File: config.mk
export PLATFORM = sky130hd
export DESIGN_NAME = gpio_irq_bank
export DESIGN_NICKNAME = d
export VERILOG_FILES = /design/src/rtl/gpio_bank_pkg.sv /design/src/rtl/gpio_sync.sv /design/src/rtl/gpio_addr_dec.sv /design/src/rtl/gpio_pin_unit.sv /design/src/rtl/gpio_irq_bank.sv
export SDC_FILE = /design/constraint.sdc
export NUM_CORES = 1
export LEC_CHECK = 0
export BUFFER_PORTS_ARGS = -buffer_cell sky130_fd_sc_hd__buf_2
export CAP_MARGIN = 20
export CORE_ASPECT_RATIO = 2
export CORE_MARGIN = 1.5
export CORE_UTILIZATION = 59
export CTS_CLUSTER_SIZE = 28
export DETAILED_ROUTE_END_ITERATION = 10
export PLACE_DENSITY = 0.85
export SETUP_SLACK_MARGIN = 0.15
export SYNTH_ARGS = -nofsm -noshare
export SYNTH_HDL_FRONTEND = slang
export SYNTH_SLANG_ARGS = --single-unit
File: constraint.sdc
create_clock -name clk -period 2.8 [get_ports clk]
set_input_delay 0.14 -clock clk [delete_from_list [all_inputs] [get_ports clk]]
set_output_delay 0.14 -clock clk [all_outputs]
set_load 0.05 [all_outputs]
File: src/rtl/gpio_bank_pkg.sv
`timescale 1ns/1ps
package gpio_bank_pkg;
   // register map
   localparam int GRP_BASE     = 'h1000;
   localparam int GRP_STRIDE   = 16;
   localparam int ROUTE_BASE   = 'h0400;
   localparam int ROUTE_STRIDE = 4;
   // bit positions a driver relies on
   localparam int OE_BIT     = 9;
   localparam int IO_IN_BIT  = 0;
   localparam int IO_OUT_BIT = 1;
   localparam int IC_EN      = 0;
   localparam int IC_POL     = 1;
   localparam int IC_EDGE    = 2;
   localparam int IC_RAW     = 3;
   localparam int IC_W       = 4;
   localparam int ST_BIT     = 0;
   // routing codes
   localparam int ROUTE_W = 3;
   localparam logic [ROUTE_W-1:0] ROUTE_CPU  = 3'd4;
   localparam logic [ROUTE_W-1:0] ROUTE_NONE = 3'd7;

   typedef enum logic [1:0] {
      SUB_CFG  = 2'd0,
      SUB_IO   = 2'd1,
      SUB_ICFG = 2'd2,
      SUB_STAT = 2'd3
   } sub_e;
endpackage

File: src/rtl/gpio_sync.sv
`timescale 1ns/1ps
module gpio_sync #(
   parameter int STAGES = 2
) (
   input  logic clk,
   input  logic rst_n,
   input  logic d,
   output logic q
);
   logic [STAGES-1:0] chain;

   generate
      if (STAGES == 1) begin : g_one
         always_ff @(posedge clk)
            if (!rst_n) chain <= '0;
            else        chain <= d;
      end else begin : g_many
         always_ff @(posedge clk)
            if (!rst_n) chain <= '0;
            else        chain <= {chain[STAGES-2:0], d};
      end
   endgenerate

   assign q = chain[STAGES-1];
endmodule

File: src/rtl/gpio_addr_dec.sv
`timescale 1ns/1ps
module gpio_addr_dec
   import gpio_bank_pkg::*;
#(
   parameter int NUM_PINS = 8,
   parameter int ADDR_W   = 16,
   localparam int IDX_W   = (NUM_PINS > 1) ? $clog2(NUM_PINS) : 1
) (
   input  logic [ADDR_W-1:0] addr,
   output logic              grp_hit,
   output logic              rte_hit,
   output logic [IDX_W-1:0]  grp_idx,
   output logic [IDX_W-1:0]  rte_idx,
   output sub_e              sub
);
   localparam logic [ADDR_W-1:0] G_LO   = ADDR_W'(GRP_BASE);
   localparam logic [ADDR_W-1:0] G_SPAN = ADDR_W'(NUM_PINS * GRP_STRIDE);
   localparam logic [ADDR_W-1:0] R_LO   = ADDR_W'(ROUTE_BASE);
   localparam logic [ADDR_W-1:0] R_SPAN = ADDR_W'(NUM_PINS * ROUTE_STRIDE);

   logic [ADDR_W-1:0] goff, roff;
   logic              aligned;

   always_comb begin
      goff    = addr - G_LO;
      roff    = addr - R_LO;
      aligned = (addr[1:0] == 2'b00);
      grp_hit = aligned && (addr >= G_LO) && (goff < G_SPAN);
      rte_hit = aligned && (addr >= R_LO) && (roff < R_SPAN);
      grp_idx = goff[IDX_W+3:4];
      rte_idx = roff[IDX_W+1:2];
      sub     = sub_e'(goff[3:2]);
   end
endmodule

File: src/rtl/gpio_pin_unit.sv
`timescale 1ns/1ps
module gpio_pin_unit
   import gpio_bank_pkg::*;
#(
   parameter int SYNC_STAGES = 2
) (
   input  logic               clk,
   input  logic               rst_n,
   input  logic               pad_in,
   input  logic               we_cfg,
   input  logic               we_io,
   input  logic               we_icfg,
   input  logic               we_stat,
   input  logic               we_route,
   input  logic               wd_oe,
   input  logic               wd_out,
   input  logic [IC_W-1:0]    wd_icfg,
   input  logic               wd_clr,
   input  logic [ROUTE_W-1:0] wd_route,
   output logic               oe,
   output logic               dout,
   output logic               level,
   output logic [IC_W-1:0]    icfg,
   output logic               status,
   output logic [ROUTE_W-1:0] route,
   output logic               irq
);
   logic sampled, prev, trig, lvl_hit, edge_hit;

   gpio_sync #(.STAGES(SYNC_STAGES)) u_sync (
      .clk(clk), .rst_n(rst_n), .d(pad_in), .q(sampled));

   always_comb begin
      lvl_hit  = icfg[IC_POL] ? sampled : ~sampled;
      edge_hit = icfg[IC_POL] ? (sampled & ~prev) : (~sampled & prev);
      trig     = icfg[IC_EDGE] ? edge_hit : lvl_hit;
   end

   always_ff @(posedge clk) begin
      if (!rst_n) begin
         oe     <= 1'b0;
         dout   <= 1'b0;
         icfg   <= '0;
         route  <= ROUTE_NONE;
         status <= 1'b0;
         prev   <= 1'b0;
         irq    <= 1'b0;
      end else begin
         prev <= sampled;
         irq  <= trig & icfg[IC_EN];
         if (we_cfg)   oe    <= wd_oe;
         if (we_io)    dout  <= wd_out;
         if (we_icfg)  icfg  <= wd_icfg;
         if (we_route) route <= wd_route;
         if (we_stat && wd_clr)       status <= 1'b0;
         else if (trig && icfg[IC_RAW]) status <= 1'b1;
      end
   end

   assign level = sampled;
endmodule

File: src/rtl/gpio_irq_bank.sv
`timescale 1ns/1ps
module gpio_irq_bank
   import gpio_bank_pkg::*;
#(
   parameter int NUM_PINS    = 8,
   parameter int ADDR_W      = 16,
   parameter int DATA_W      = 32,
   parameter int SYNC_STAGES = 2
) (
   input  logic                clk,
   input  logic                rst_n,
   input  logic                bus_wr,
   input  logic                bus_rd,
   input  logic [ADDR_W-1:0]   bus_addr,
   input  logic [DATA_W-1:0]   bus_wdata,
   output logic [DATA_W-1:0]   bus_rdata,
   input  logic [NUM_PINS-1:0] pin_in,
   output logic [NUM_PINS-1:0] pin_oe,
   output logic [NUM_PINS-1:0] pin_out,
   output logic [NUM_PINS-1:0] pin_irq,
   output logic                irq_summary
);
   localparam int IDX_W = (NUM_PINS > 1) ? $clog2(NUM_PINS) : 1;

   generate
      if (NUM_PINS < 1 || NUM_PINS > 64) begin : g_bad_pins
         $error("NUM_PINS must lie in 1..64");
      end
      if (DATA_W < OE_BIT + 1) begin : g_bad_data
         $error("DATA_W too narrow for the configuration register");
      end
      if (SYNC_STAGES < 1) begin : g_bad_sync
         $error("SYNC_STAGES must be at least 1");
      end
      if (GRP_BASE + NUM_PINS * GRP_STRIDE > (1 << ADDR_W)) begin : g_bad_addr
         $error("ADDR_W cannot reach the last pin group");
      end
   endgenerate

   logic             grp_hit, rte_hit;
   logic [IDX_W-1:0] grp_idx, rte_idx;
   sub_e             sub;

   gpio_addr_dec #(.NUM_PINS(NUM_PINS), .ADDR_W(ADDR_W)) u_dec (
      .addr(bus_addr), .grp_hit(grp_hit), .rte_hit(rte_hit),
      .grp_idx(grp_idx), .rte_idx(rte_idx), .sub(sub));

   logic [NUM_PINS-1:0] level_v, status_v, clr_req_v;
   logic [NUM_PINS-1:0] int_en_v, raw_en_v, route_cpu_v, qual_v;
   logic [IC_W-1:0]     icfg_v  [NUM_PINS];
   logic [ROUTE_W-1:0]  route_v [NUM_PINS];

   genvar gi;
   generate
      for (gi = 0; gi < NUM_PINS; gi++) begin : g_pin
         logic sel_g, we_cfg, we_io, we_icfg, we_stat, we_route;
         assign sel_g    = bus_wr && grp_hit && (grp_idx == IDX_W'(gi));
         assign we_cfg   = sel_g && (sub == SUB_CFG);
         assign we_io    = sel_g && (sub == SUB_IO);
         assign we_icfg  = sel_g && (sub == SUB_ICFG);
         assign we_stat  = sel_g && (sub == SUB_STAT);
         assign we_route = bus_wr && rte_hit && (rte_idx == IDX_W'(gi));

         gpio_pin_unit #(.SYNC_STAGES(SYNC_STAGES)) u_pin (
            .clk(clk), .rst_n(rst_n), .pad_in(pin_in[gi]),
            .we_cfg(we_cfg), .we_io(we_io), .we_icfg(we_icfg),
            .we_stat(we_stat), .we_route(we_route),
            .wd_oe(bus_wdata[OE_BIT]), .wd_out(bus_wdata[IO_OUT_BIT]),
            .wd_icfg(bus_wdata[IC_W-1:0]), .wd_clr(bus_wdata[ST_BIT]),
            .wd_route(bus_wdata[ROUTE_W-1:0]),
            .oe(pin_oe[gi]), .dout(pin_out[gi]), .level(level_v[gi]),
            .icfg(icfg_v[gi]), .status(status_v[gi]), .route(route_v[gi]),
            .irq(pin_irq[gi]));

         assign clr_req_v[gi]   = we_stat && bus_wdata[ST_BIT];
         assign int_en_v[gi]    = icfg_v[gi][IC_EN];
         assign raw_en_v[gi]    = icfg_v[gi][IC_RAW];
         assign route_cpu_v[gi] = (route_v[gi] == ROUTE_CPU);
         assign qual_v[gi]      = status_v[gi] & int_en_v[gi] & route_cpu_v[gi];
      end
   endgenerate

   always_ff @(posedge clk)
      if (!rst_n) irq_summary <= 1'b0;
      else        irq_summary <= |qual_v;

   always_comb begin
      bus_rdata = '0;
      if (bus_rd) begin
         if (grp_hit) begin
            case (sub)
               SUB_CFG:  bus_rdata[OE_BIT] = pin_oe[grp_idx];
               SUB_IO: begin
                  bus_rdata[IO_IN_BIT]  = level_v[grp_idx];
                  bus_rdata[IO_OUT_BIT] = pin_out[grp_idx];
               end
               SUB_ICFG: bus_rdata[IC_W-1:0] = icfg_v[grp_idx];
               SUB_STAT: bus_rdata[ST_BIT] = status_v[grp_idx];
               default:  bus_rdata = '0;
            endcase
         end else if (rte_hit) begin
            bus_rdata[ROUTE_W-1:0] = route_v[rte_idx];
         end
      end
   end
endmodule

==> impl_summary.log <==
INFO  metric run_status = finished, final reports clean
INFO  metric final_non_filler_cells = roughly 770
INFO  metric worstSetupPathType = in2out
INFO  metric power.sequential.fraction = 0.415
INFO  metric final_hold_vio_count = 0
INFO  metric clock-sinks = 113
INFO  metric layout_cell_share_with_drive_strength_beyond_1 = 0.218
INFO  metric synth_enable_flop_cells = 0
INFO  metric syn_avg_cell_area = between 9 and 10 sq um
INFO  metric drt_first_pass_iters = 6
INFO  metric synth_top_area_share = 0.397
INFO  metric tns = 0 ns
INFO  metric initial_utilization = 0.607
INFO  metric final_net_count = 712
INFO  metric timing.critical_path.arrival = approximately 2.2 ns
INFO  metric clkLatencyLatePin = between 0.4 and 0.5 ns
INFO  metric slew_headroom = 0.358
INFO  metric fp_rows = 50
INFO  metric swShare = 0.273
INFO  metric ios = around 120
INFO  metric die_area = roughly 0.010 sq mm
INFO  metric pwr_density_cell = 615 mW/mm^2
INFO  metric rsz_0062_raised_after_global_routing = no
INFO  metric grt_pass1_vias = between 5000 and 6000
INFO  metric timing.critical_path.required = approximately 2.7 ns
INFO  metric final-setup-viol-count = 0
INFO  metric vias = 5284
INFO  metric detailedRoute.firstIterationViolations = approximately 660
INFO  metric netlist.top_cell.by_area = dfxtp_1
INFO  metric p_leak = around 2.4 nW
INFO  metric synth_cell_types = between 40 and 50
INFO  metric final_antenna_net_count = 0
INFO  metric hold_start = bus_wdata[9]
INFO  metric port-buffer-count = 62
INFO  metric fin_crit = 2.29 ns
INFO  metric clock_tree.buffer_depth = 2
INFO  metric grt_max_degree = 48
INFO  metric timing.max_cap.violations = 0
INFO  metric fin_crit_sh = 0.817
INFO  metric yosysSeqAreaShare = 0.397
INFO  metric most-common-layout-cells = dfxtp_1, buf_2, o21ai_0
INFO  metric p_comb_frac = 0.078
INFO  metric postSynthCellCount = just over 600
INFO  metric cts_max_level = 4
INFO  metric synthFlopType = dfxtp_1
INFO  metric clock_power_share = 0.507
INFO  metric yosys_reg_bits = ~110
INFO  metric first_pass_grt_wire_length = 26.5 mm
INFO  metric worst_slew_pin_slew = between 0.9 and 1 ns
INFO  metric cp-end-kind = output port
INFO  metric die_h = 142 microns
INFO  metric power.ir.vdd_worst = just over 0.5 mV
INFO  metric stdcell_area = between 0.006 and 0.007 sq mm
INFO  metric detailed_place_hpwl = ~12 mm
INFO  metric max_clk_rate = between 400 and 500 MHz
INFO  metric grt_usage = 0.342
INFO  metric detail_route.drc_violations = 0
INFO  metric crit_fanout = 11
INFO  metric layout.cells.most_common = dfxtp_1
INFO  metric floorplan.core_area = around 0.0094 sq mm
INFO  metric synthTopCellsByArea = dfxtp_1, mux4_2, buf_4
INFO  metric asyncSetResetFlopFracSynth = 0
INFO  metric dp_cells = between 700 and 800
INFO  metric fp.dieW = between 70 and 80 microns
INFO  metric antenna_found_initial = 0
INFO  metric netSwitchingPower = roughly 1.1 mW
INFO  metric synth_warnings = 0
INFO  metric worst_hold_path_type = in2reg
INFO  metric post_synthesis_instance_area = about 0.0057 sq mm
INFO  metric numCtsBuffers = 17
INFO  metric cts_setup_buffers = 0
INFO  metric overflow = 0
INFO  metric clock_skew = between 0.005 and 0.006 ns
INFO  metric cts-root-buf = clkbuf_16
INFO  metric area_growth = 12.2%
INFO  metric routability_cong = 0.990
INFO  metric finalCoreUtilization = 0.681
INFO  metric antenna-diode-count = 0
INFO  metric critical_path.startpoint = bus_addr[8]
INFO  metric worst_setup_path_start_kind = primary input
INFO  metric tritoncts = done
INFO  metric post_drt_via_cell_ratio = 6.91
INFO  metric internal_power = approximately 2.9 mW
INFO  metric finalHoldWorstSlack = between 0.02 and 0.03 ns
INFO  metric placed_area = 0.00577 sq mm
INFO  metric worstReg2RegStart = g_pin[5].u_pin.icfg[2]
INFO  metric clock_transition_at_the_register_clock_pins_on_the_worst_setup_and_hold_paths_after_cts = roughly 0.05 ns
INFO  metric wl = roughly 17 mm
INFO  metric wl_per_cell = about 22 microns
INFO  metric slew_viol_final = 0
-- Yosys cell counts, types with 2 or more instances --
master,n
a211oi_1,3
nor2b_1,9
nand2b_1,6
a41oi_1,2
nand3_1,28
mux4_2,22
buf_2,10
nand2_1,35
a221oi_1,2
a21boi_0,4
o41ai_1,8
nor3b_1,2
nor2_1,16
nor3_1,13
inv_1,13
and2_1,26
o221a_2,4
o21ba_2,3
o21ai_0,51
ha_1,4
and3_1,2
nor3_2,4
a21oi_1,30
nor4_1,25
o32ai_1,2
o311ai_0,8
buf_4,53
mux2i_1,23
a22oi_1,5
and4_1,2
a31oi_1,24
nand4_1,17
dfxtp_1,113
clkbuf_1,33
-- flip-flops by register name (all words and copies together), names as in the netlist --
| register | flops |
|---|---|
| g_pin.u_pin.icfg | 32 |
| g_pin.u_pin.route | 24 |
| g_pin.u_pin.u_sync.chain | 16 |
| g_pin.u_pin.dout | 8 |
| g_pin.u_pin.irq | 8 |
| g_pin.u_pin.oe | 8 |
| g_pin.u_pin.prev | 8 |
| g_pin.u_pin.status | 8 |
| irq_summary | 1 |
-- per-layer routing --
layer | vias to the layer above | share of wire | global-route usage
met5 | - | 0 | 0
met4 | 0 | 0.092 | 0.301
met3 | 119 | 0.081 | 0.0737
met2 | 407 | 0.50 | 0.563
met1 | 2483 | 0.32 | 0.357
li1 | 2275 | - | -
-- cells by family after synthesis --
group,synth area share
AO/OA/AOI/OAI,0.165
adder cells (fa/ha/maj),0.00879
buffers and inverters,0.111
flip-flops,0.397
XOR/XNOR,0.00308
other,0.000658
AND/OR/NAND/NOR,0.187
multiplexers,0.127
-- path summary, 6_finish.rpt --
kind | end | slack [ns] | cells past startpoint
worst max register to register | g_pin[5].u_pin.status | 1.35 | 4
worst min-delay path | g_pin[3].u_pin.oe | 0.03 | 3
worst max-delay path | bus_rdata[1] | 0.51 | 6
worst min register to register | g_pin[0].u_pin.u_sync.chain[1] | 0.43 | 1
-- metrics by stage --
stage	power, mW	worst slack (ns)
4_1_cts	3.92	0.503
6_report	3.93	0.513
2_1_floorplan	1.90	0.281
3_3_place_gp	1.95	0.551
3_5_place_dp	1.95	0.573
5_1_grt	4.02	0.449
-- critical path: stages --
cell	delay, ns
buf_2	0.11
nor4_4	0.54
and3_1	0.49
nand3_1	0.13
o32ai_1	0.39
buf_2	0.34
-- area by class of cell --
class / count / area, sq um
clock buffers: 18 / 439
clock inverters: 14 / 108
fillers: 694 / 2990
inverters: 14 / 52.6
multi-input cells: 417 / 2900
flip-flops and latches: 113 / 2260
well taps: 104 / 130
repair buffers: 85 / 503
-- timing repair --
action                                 4_1_cts  5_1_grt
endpoints found under the hold margin        8        0
hold buffers                                 8        0
resized for setup                            0        0
-- power by group through the flow --
stage               clock (mW)  combinational, mW  sequential, mW
floorplan                    0              0.240            1.66
global placement             0              0.283            1.66
detailed placement           0              0.289            1.66
CTS                       1.99              0.298            1.63
global route              2.07              0.321            1.63
finish                    1.99              0.308            1.63
Power figures use the tool's default switching activity.
